**src/rtl/cas_pkg.sv**
```systemverilog
package cas_pkg;

  // number of values present at tree level l for n leaves
  function automatic int lvl_cnt(int n, int l);
    return (n + (1 << l) - 1) >> l;
  endfunction

  // true when a first-level pair has both operands subtracted
  function automatic bit pair_bad(int n, logic [63:0] sub);
    bit bad = 1'b0;
    for (int i = 0; 2 * i + 1 < n; i++) begin
      if (sub[2*i] && sub[2*i+1]) bad = 1'b1;
    end
    return bad;
  endfunction

endpackage

```
**src/rtl/cas_node.sv**
```systemverilog
module cas_node #(
  parameter int W     = 8,
  parameter bit NEG_A = 1'b0,
  parameter bit NEG_B = 1'b0,
  parameter bit PIPE  = 1'b1
) (
  input  logic                clk,
  input  logic                rst_n,
  input  logic                ld,
  input  logic signed [W-1:0] a,
  input  logic signed [W-1:0] b,
  output logic signed [W-1:0] y
);

  logic signed [W-1:0] opa, opb, sum;

  always_comb begin
    opa = NEG_A ? -a : a;
    opb = NEG_B ? -b : b;
    sum = opa + opb;
  end

  generate
    if (PIPE) begin : g_reg
      logic signed [W-1:0] q, q_nxt;

      always_comb q_nxt = ld ? sum : q;

      always_ff @(posedge clk or negedge rst_n) begin
        if (!rst_n) q <= '0;
        else        q <= q_nxt;
      end

      assign y = q;


      hold_chk: assert property (@(posedge clk) disable iff (!rst_n)
        !ld |=> $stable(q));
    end else begin : g_comb
      logic unused_ctl;
      assign unused_ctl = ^{clk, rst_n, ld};
      assign y = sum;
    end
  endgenerate

endmodule

```
**src/rtl/cas_phase.sv**
```systemverilog
module cas_phase #(
  parameter int                PH_LEN  = 1,
  parameter logic [PH_LEN-1:0] PH_MASK = '1,
  parameter bit                USE_EN  = 1'b1
) (
  input  logic clk,
  input  logic rst_n,
  input  logic en,
  output logic cap
);

  localparam int CW = (PH_LEN > 1) ? $clog2(PH_LEN) : 1;
  localparam int XW = 1 << CW;
  localparam logic [XW-1:0] MASK_X = XW'(PH_MASK);

  logic          en_i;
  logic [CW-1:0] cnt, cnt_nxt;

  generate
    if (USE_EN) begin : g_en
      assign en_i = en;
    end else begin : g_noen
      logic unused_en;
      assign unused_en = en;
      assign en_i = 1'b1;
    end
  endgenerate

  always_comb begin
    cnt_nxt = cnt;
    if (en_i) cnt_nxt = (cnt == CW'(PH_LEN - 1)) ? '0 : cnt + 1'b1;
  end

  always_ff @(posedge clk or negedge rst_n) begin
    if (!rst_n) cnt <= '0;
    else        cnt <= cnt_nxt;
  end

  assign cap = en_i & MASK_X[cnt];


  wrap_chk: assert property (@(posedge clk) disable iff (!rst_n)
    (en_i && cnt == CW'(PH_LEN - 1)) |=> (cnt == '0));


  stall_chk: assert property (@(posedge clk) disable iff (!rst_n)
    !en_i |=> $stable(cnt));

endmodule

```
**src/rtl/cas_tree.sv**
```systemverilog
module cas_tree
  import cas_pkg::*;
#(
  parameter int           N    = 5,
  parameter int           W_IN = 8,
  parameter logic [N-1:0] SUB  = '0,
  parameter bit           PIPE = 1'b1
) (
  input  logic                                clk,
  input  logic                                rst_n,
  input  logic                                cap,
  input  logic [N*W_IN-1:0]                   din,
  output logic signed [W_IN+$clog2(N)-1:0]    dout
);

  localparam int LV = $clog2(N);
  localparam int WO = W_IN + LV;
  localparam logic [N:0] SUBX = {1'b0, SUB};

  logic signed [WO-1:0] val [0:LV][0:N-1];

  generate
    for (genvar i = 0; i < N; i++) begin : g_leaf
      assign val[0][i] = {{(WO-W_IN){din[i*W_IN+W_IN-1]}}, din[i*W_IN +: W_IN]};
    end

    for (genvar l = 0; l < LV; l++) begin : g_lvl
      localparam int CIN  = lvl_cnt(N, l);
      localparam int COUT = lvl_cnt(N, l + 1);
      for (genvar j = 0; j < N; j++) begin : g_slot
        if (j < COUT) begin : g_n
          localparam bit HB = (2 * j + 1 < CIN);
          localparam bit NA = (l == 0) && SUBX[2*j];
          localparam bit NB = (l == 0) && HB && SUBX[2*j+1];
          logic signed [WO-1:0] opb;
          if (HB) begin : g_pair
            assign opb = val[l][2*j+1];
          end else begin : g_lone
            assign opb = '0;
          end
          cas_node #(.W(WO), .NEG_A(NA), .NEG_B(NB), .PIPE(PIPE)) u_node (
            .clk  (clk),
            .rst_n(rst_n),
            .ld   (cap),
            .a    (val[l][2*j]),
            .b    (opb),
            .y    (val[l+1][j])
          );
        end else begin : g_z
          assign val[l+1][j] = '0;
        end
      end
    end
  endgenerate

  assign dout = val[LV][0];

endmodule

```
**src/rtl/cpx_addsub.sv**
```systemverilog
module cpx_addsub
  import cas_pkg::*;
#(
  parameter int                N_IN      = 5,
  parameter int                W_IN      = 8,
  parameter logic [N_IN-1:0]   SUB_MASK  = 5'b00110,
  parameter bit                PIPELINED = 1'b1,
  parameter int                PH_LEN    = 1,
  parameter logic [PH_LEN-1:0] PH_MASK   = 1'b1,
  parameter bit                USE_EN    = 1'b1,
  parameter bit                USE_CLR   = 1'b1
) (
  input  logic                                 clk,
  input  logic                                 rst_n,
  input  logic                                 en,
  input  logic [N_IN*W_IN-1:0]                 re_in,
  input  logic [N_IN*W_IN-1:0]                 im_in,
  output logic signed [W_IN+$clog2(N_IN)-1:0]  re_out,
  output logic signed [W_IN+$clog2(N_IN)-1:0]  im_out
);

  logic rst_i;
  logic cap;

  generate
    if (N_IN < 2) begin : g_bad_n
      $error("cpx_addsub: N_IN must be at least 2");
    end
    if (pair_bad(N_IN, 64'(SUB_MASK))) begin : g_bad_signs
      $error("cpx_addsub: a first-level pair subtracts both operands");
    end
    if (USE_CLR) begin : g_clr
      assign rst_i = rst_n;
    end else begin : g_noclr
      logic unused_rst;
      assign unused_rst = rst_n;
      assign rst_i = 1'b1;
    end
  endgenerate

  cas_phase #(.PH_LEN(PH_LEN), .PH_MASK(PH_MASK), .USE_EN(USE_EN)) u_phase (
    .clk  (clk),
    .rst_n(rst_i),
    .en   (en),
    .cap  (cap)
  );

  cas_tree #(.N(N_IN), .W_IN(W_IN), .SUB(SUB_MASK), .PIPE(PIPELINED)) u_re (
    .clk  (clk),
    .rst_n(rst_i),
    .cap  (cap),
    .din  (re_in),
    .dout (re_out)
  );

  cas_tree #(.N(N_IN), .W_IN(W_IN), .SUB(SUB_MASK), .PIPE(PIPELINED)) u_im (
    .clk  (clk),
    .rst_n(rst_i),
    .cap  (cap),
    .din  (im_in),
    .dout (im_out)
  );

  generate
    if (PIPELINED && USE_EN) begin : g_en_chk

      en_hold_chk: assert property (@(posedge clk) disable iff (!rst_i)
        !en |=> ($stable(re_out) && $stable(im_out)));
    end
  endgenerate

endmodule

```
**config.mk**
```make
export PLATFORM = sky130hd
export DESIGN_NAME = cpx_addsub
export DESIGN_NICKNAME = d
export VERILOG_FILES = /design/src/rtl/cas_pkg.sv /design/src/rtl/cas_node.sv /design/src/rtl/cas_phase.sv /design/src/rtl/cas_tree.sv /design/src/rtl/cpx_addsub.sv
export SDC_FILE = /design/constraint.sdc
export NUM_CORES = 1
export LEC_CHECK = 0
export ABC_CLOCK_PERIOD_IN_PS = 1900
export BUFFER_PORTS_ARGS = -buffer_cell sky130_fd_sc_hd__buf_2
export CORE_ASPECT_RATIO = 1.25
export CORE_MARGIN = 4
export CORE_UTILIZATION = 53
export CTS_CLUSTER_SIZE = 40
export DETAILED_ROUTE_END_ITERATION = 7
export HOLD_SLACK_MARGIN = 0.08
export PLACE_DENSITY = 0.77
export SLEW_MARGIN = 20
export SYNTH_ARGS = -nofsm -noshare
export SYNTH_HDL_FRONTEND = slang
export SYNTH_SLANG_ARGS = --single-unit
```
**constraint.sdc**
```tcl
create_clock -name clk -period 1.9 [get_ports clk]
set_input_delay 0.19 -clock clk [delete_from_list [all_inputs] [get_ports clk]]
set_output_delay 0.19 -clock clk [all_outputs]
set_load 0.05 [all_outputs]
```
==> run summary <==
### STA
• final setup fails: 6
• final hold violations: 0
• setup slack of the critical path after layout: -177.0 ps
• final number of max-transition violations: 0
• normalized max-slew margin: 0.6305
• Worst Tran Pin Value: 554.3 ps
• FMAX: 481.5 MHz
• RSZ-0062 raised after global routing: true
• share of the clock period used by the worst path: 1.093
• final clock skew: 5.563 ps
• setup tns final: -700.7 ps
• fin crit period: 2077 ps

### Drt
• remaining antenna violation count after routing: 0
• Iter 0 DRT Violations: 349
• detailed-route vias per instance: 5.508
• Total Wirelength: 16.58 mm
• via total after detailed routing: 6,180
• number of detailed-route iterations in the first pass: 4
• DRC violation count after routing: 0
• Routed WL per cell: 14.78 um

### Logic synthesis
• post-synthesis compound-gate area fraction: 0.1857
• Yosys warnings: 0
• register area share after synthesis: 0.3964
• dominant combinational cell family by area after synthesis: compound AO/OA/AOI/OAI gates
• share of the synthesized netlist area taken by xor and xnor gates: 0.03584
• mean area per synthesized cell: 9.954 sq um
• Synth Instances: 761
• largest area contributor in the synthesized netlist: sky130_fd_sc_hd__dfrtp_1
• Post-Synth Simple-Gate Area: 0.1108
• distinct cell type count of the synthesized netlist: 42
• fraction of synthesized cell area taken by the top area cell type: 0.3964
• mux contribution to synthesized area: 0.09184
• Post-synth EDFFs: 0
• share of synthesized flip-flops with an asynchronous set or reset: 1.000
• number of nets in the synthesized netlist: 924
• total standard cell area after synthesis: 7575 sq um
• number of storage elements in the synthesis netlist: 120
• main area contributors after synthesis: sky130_fd_sc_hd__dfrtp_1 (40%), sky130_fd_sc_hd__ha_1 (12%), sky130_fd_sc_hd__mux2_2 (8.9%)
• Synth Flop Type: sky130_fd_sc_hd__dfrtp_1
• arithmetic-cell share of the synthesized area counting full adders, half adders and majority gates: 0.1401

### Place
• estimated wirelength of the detail-placed design: 11.65 mm
• number of placed instances, taps included: 1,063
• Final Wtd Congestion: 0.8520
• number of buffers added on ports: 104

### Worst hold path
• type of the most critical hold path: in -> reg

### GRT
• initial antenna violation count: 0
• via count of the first global-routing pass: 6,236
• met1 Use GR: 0.2653
• global route overflow: 0
• met3 layer usage reported by global route: 0.03456
• peak-usage layer in the global routing report: met2
• Overall Global Routing Usage: 0.2064
• pin count of the biggest net entering global routing: 60
• wire length of the first global-routing pass: 27.77 mm
• met2 usage in global routing: 0.3494

### Clock tree
• clock slew seen by the registers of the worst setup and hold paths: 60 ps
• latest clock arrival within the worst-skew pair: 410 ps
• H-tree depth reported by CTS: 4
• Clock Tree Buf Depth: 2
• CTS root buffer: sky130_fd_sc_hd__clkbuf_16
• CTS tree: done
• number of sinks handled by clock tree synthesis: 120
• number of buffers created by CTS: 17

### Die
• CORE AREA: 13,930 sq um
• die footprint: 16,280 sq um
• # IOs: 105
• chip height: 141.7 um
• Std-Cell Rows: 48
• Initial Utilization: 0.5436
• overall die width: 114.9 um

### Pwr
• net load switching power: 4954 uW
• maximum resistive drop on vdd: 1.068 mV
• Clk pwr share: 0.251
• design internal power: 8134 uW
• register share of total power: 0.284
• Power Dens Cells: 1347 nW/um^2
• static leakage power: 0.004562 uW
• Comb power frac: 0.465
• net switching share of the total power: 0.3785

### Worst setup path
• critical path data arrival time: 2380 ps
• largest fanout of any net on the critical path: 3
• category of the worst setup path launch point: flip-flop
• Req. time, crit path: 2200 ps
• critical path capture point type: flip-flop
• reg2reg setup slack: -180 ps
• type of the setup path with the least slack: reg -> reg

### Layout
• total inserted antenna cells: 0
• area taken by multi-input logic gates: 4464 sq um
• share of layout cells above drive strength 1: 0.3083
• final standard cell utilization of the core: 0.6974
• Layout Cells excl Fill: 1,122
• post-layout net count: 1,097
• relative area change from synthesis to final layout: 28.28%
• area occupied by registers: 3003 sq um
• number of inserted filler cells in the final layout: 1,056

### Flow run
• number of violations of the max-capacitance limit: 0

### Status
• status: finished with violations
• violations in the final reports: setup timing

[stage by stage]
stage	total power, uW	area [sq um]	worst slack (ps)	hold slack (ps)
2_1_floorplan	7647	7595	-60.05	-105.6
3_3_place_gp	9033	8677	-67.61	216.1
3_5_place_dp	9172	8677	-146.2	219.4
4_1_cts	12730	9552	-138.2	101.8
5_1_grt	13940	9717	-229.3	128.2
6_report	13090	9717	-177.0	106.8
[cells in the final DEF, fill, tap and decap left out, types with 22 or more instances in the layout]
cell type | Yosys | final
sky130_fd_sc_hd__o21ai_0 | 64 | 48
sky130_fd_sc_hd__mux2_2 | 60 | 55
sky130_fd_sc_hd__buf_4 | 0 | 45
sky130_fd_sc_hd__a21oi_1 | 44 | 44
sky130_fd_sc_hd__a21o_1 | 22 | 22
sky130_fd_sc_hd__inv_1 | 56 | 51
sky130_fd_sc_hd__buf_2 | 4 | 102
sky130_fd_sc_hd__nand2_1 | 43 | 43
sky130_fd_sc_hd__nor2_1 | 61 | 61
sky130_fd_sc_hd__xnor2_1 | 31 | 30
sky130_fd_sc_hd__dfrtp_1 | 120 | 120
sky130_fd_sc_hd__ha_1 | 72 | 64
[worst max-delay path: stages (launching register included)]
cell                      delay, ps
sky130_fd_sc_hd__dfrtp_1        360
sky130_fd_sc_hd__ha_2           200
sky130_fd_sc_hd__inv_2           40
sky130_fd_sc_hd__fa_2           360
sky130_fd_sc_hd__nor2b_4        130
sky130_fd_sc_hd__o31a_1         190
sky130_fd_sc_hd__buf_4          140
sky130_fd_sc_hd__buf_6          100
sky130_fd_sc_hd__o21ai_2         50
sky130_fd_sc_hd__xnor2_1        130
sky130_fd_sc_hd__mux2_4         250
[cells by family after synthesis]
logic type / Yosys count
fa+ha+maj: 80
xor+xnor: 31
mux: 62
compound gates: 220
buf+inv: 78
simple gates: 170
flops: 120
[cell usage after synthesis, types with 7 or more instances]
| cell | n |
|---|---|
| sky130_fd_sc_hd__nand3_1 | 9 |
| sky130_fd_sc_hd__a31oi_1 | 10 |
| sky130_fd_sc_hd__o21a_1 | 18 |
| sky130_fd_sc_hd__ha_1 | 72 |
| sky130_fd_sc_hd__nand2b_1 | 12 |
| sky130_fd_sc_hd__nand2_1 | 43 |
| sky130_fd_sc_hd__a21o_1 | 22 |
| sky130_fd_sc_hd__o21ai_0 | 64 |
| sky130_fd_sc_hd__dfrtp_1 | 120 |
| sky130_fd_sc_hd__clkbuf_1 | 14 |
| sky130_fd_sc_hd__fa_1 | 8 |
| sky130_fd_sc_hd__mux2_2 | 60 |
| sky130_fd_sc_hd__a211oi_1 | 20 |
| sky130_fd_sc_hd__o31ai_1 | 9 |
| sky130_fd_sc_hd__nor3_1 | 9 |
| sky130_fd_sc_hd__a21oi_1 | 44 |
| sky130_fd_sc_hd__nor3b_1 | 7 |
| sky130_fd_sc_hd__inv_1 | 56 |
| sky130_fd_sc_hd__nor2_1 | 61 |
| sky130_fd_sc_hd__xnor2_1 | 31 |
| sky130_fd_sc_hd__o31a_1 | 9 |
[power groups by stage]
| stage | clock [uW] | combinational, uW | sequential [uW] |
|---|---|---|---|
| final | 3290 | 6080 | 3720 |
| after global routing | 3470 | 6680 | 3790 |
| after CTS | 3330 | 5690 | 3710 |
| after detailed placement | 0 | 5430 | 3740 |
| after global placement | 0 | 5320 | 3710 |
| after floorplan | 0 | 3200 | 4450 |
[registers in the layout (all words and copies together) (netlist names)]
register and count:
u_im.g_lvl.g_slot.g_n.u_node.y 60, u_re.g_lvl.g_slot.g_n.u_node.y 60
[per-layer routing]
| metal | vias to the layer above | wire length [um] | part of all wire |
|---|---|---|---|
| li1 | 3092 | - | - |
| met1 | 2927 | 7504 | 0.45 |
| met2 | 136 | 8138 | 0.49 |
| met3 | 25 | 672 | 0.041 |
| met4 | 0 | 265 | 0.016 |
| met5 | - | 0 | 0 |
[final timing paths]
check	startpoint	end	depth (start not counted)
min	re_in[8]	u_re.g_lvl[0].g_slot[0].g_n.u_node.y[0]	3
min reg2reg	u_re.g_lvl[0].g_slot[0].g_n.u_node.y[9]	u_re.g_lvl[0].g_slot[0].g_n.u_node.y[9]	1
max	u_im.g_lvl[0].g_slot[1].g_n.u_node.y[0]	u_im.g_lvl[1].g_slot[0].g_n.u_node.y[8]	10
max in group asynchronous	rst_n	u_re.g_lvl[2].g_slot[0].g_n.u_node.y[9]	3
min in group asynchronous	rst_n	u_re.g_lvl[0].g_slot[1].g_n.u_node.y[7]	2
max reg2reg	u_im.g_lvl[0].g_slot[1].g_n.u_node.y[0]	u_im.g_lvl[1].g_slot[0].g_n.u_node.y[8]	10
[repair_timing]
item / 4_1_cts / 5_1_grt
hold buffers: 18 / 0
setup buffers: 5 / 5
gates resized for setup: 23 / 37
hold endpoints to repair: 52 / 0
pin swaps: 16 / 24
endpoints found under the setup margin: 18 / 21
[final cells by class]
| type | instances | share of cell area |
|---|---|---|
| Inverter | 56 | 0.02163 |
| Sequential cell | 120 | 0.3090 |
| Timing Repair Buffer | 176 | 0.1249 |
| Clock inverter | 12 | 0.01545 |
| Tap cell | 175 | 0.02253 |
| Multi-Input combinational cell | 563 | 0.4594 |
| Clock buffer | 20 | 0.04700 |
No activity file was read; power rests on OpenSTA's default activity.
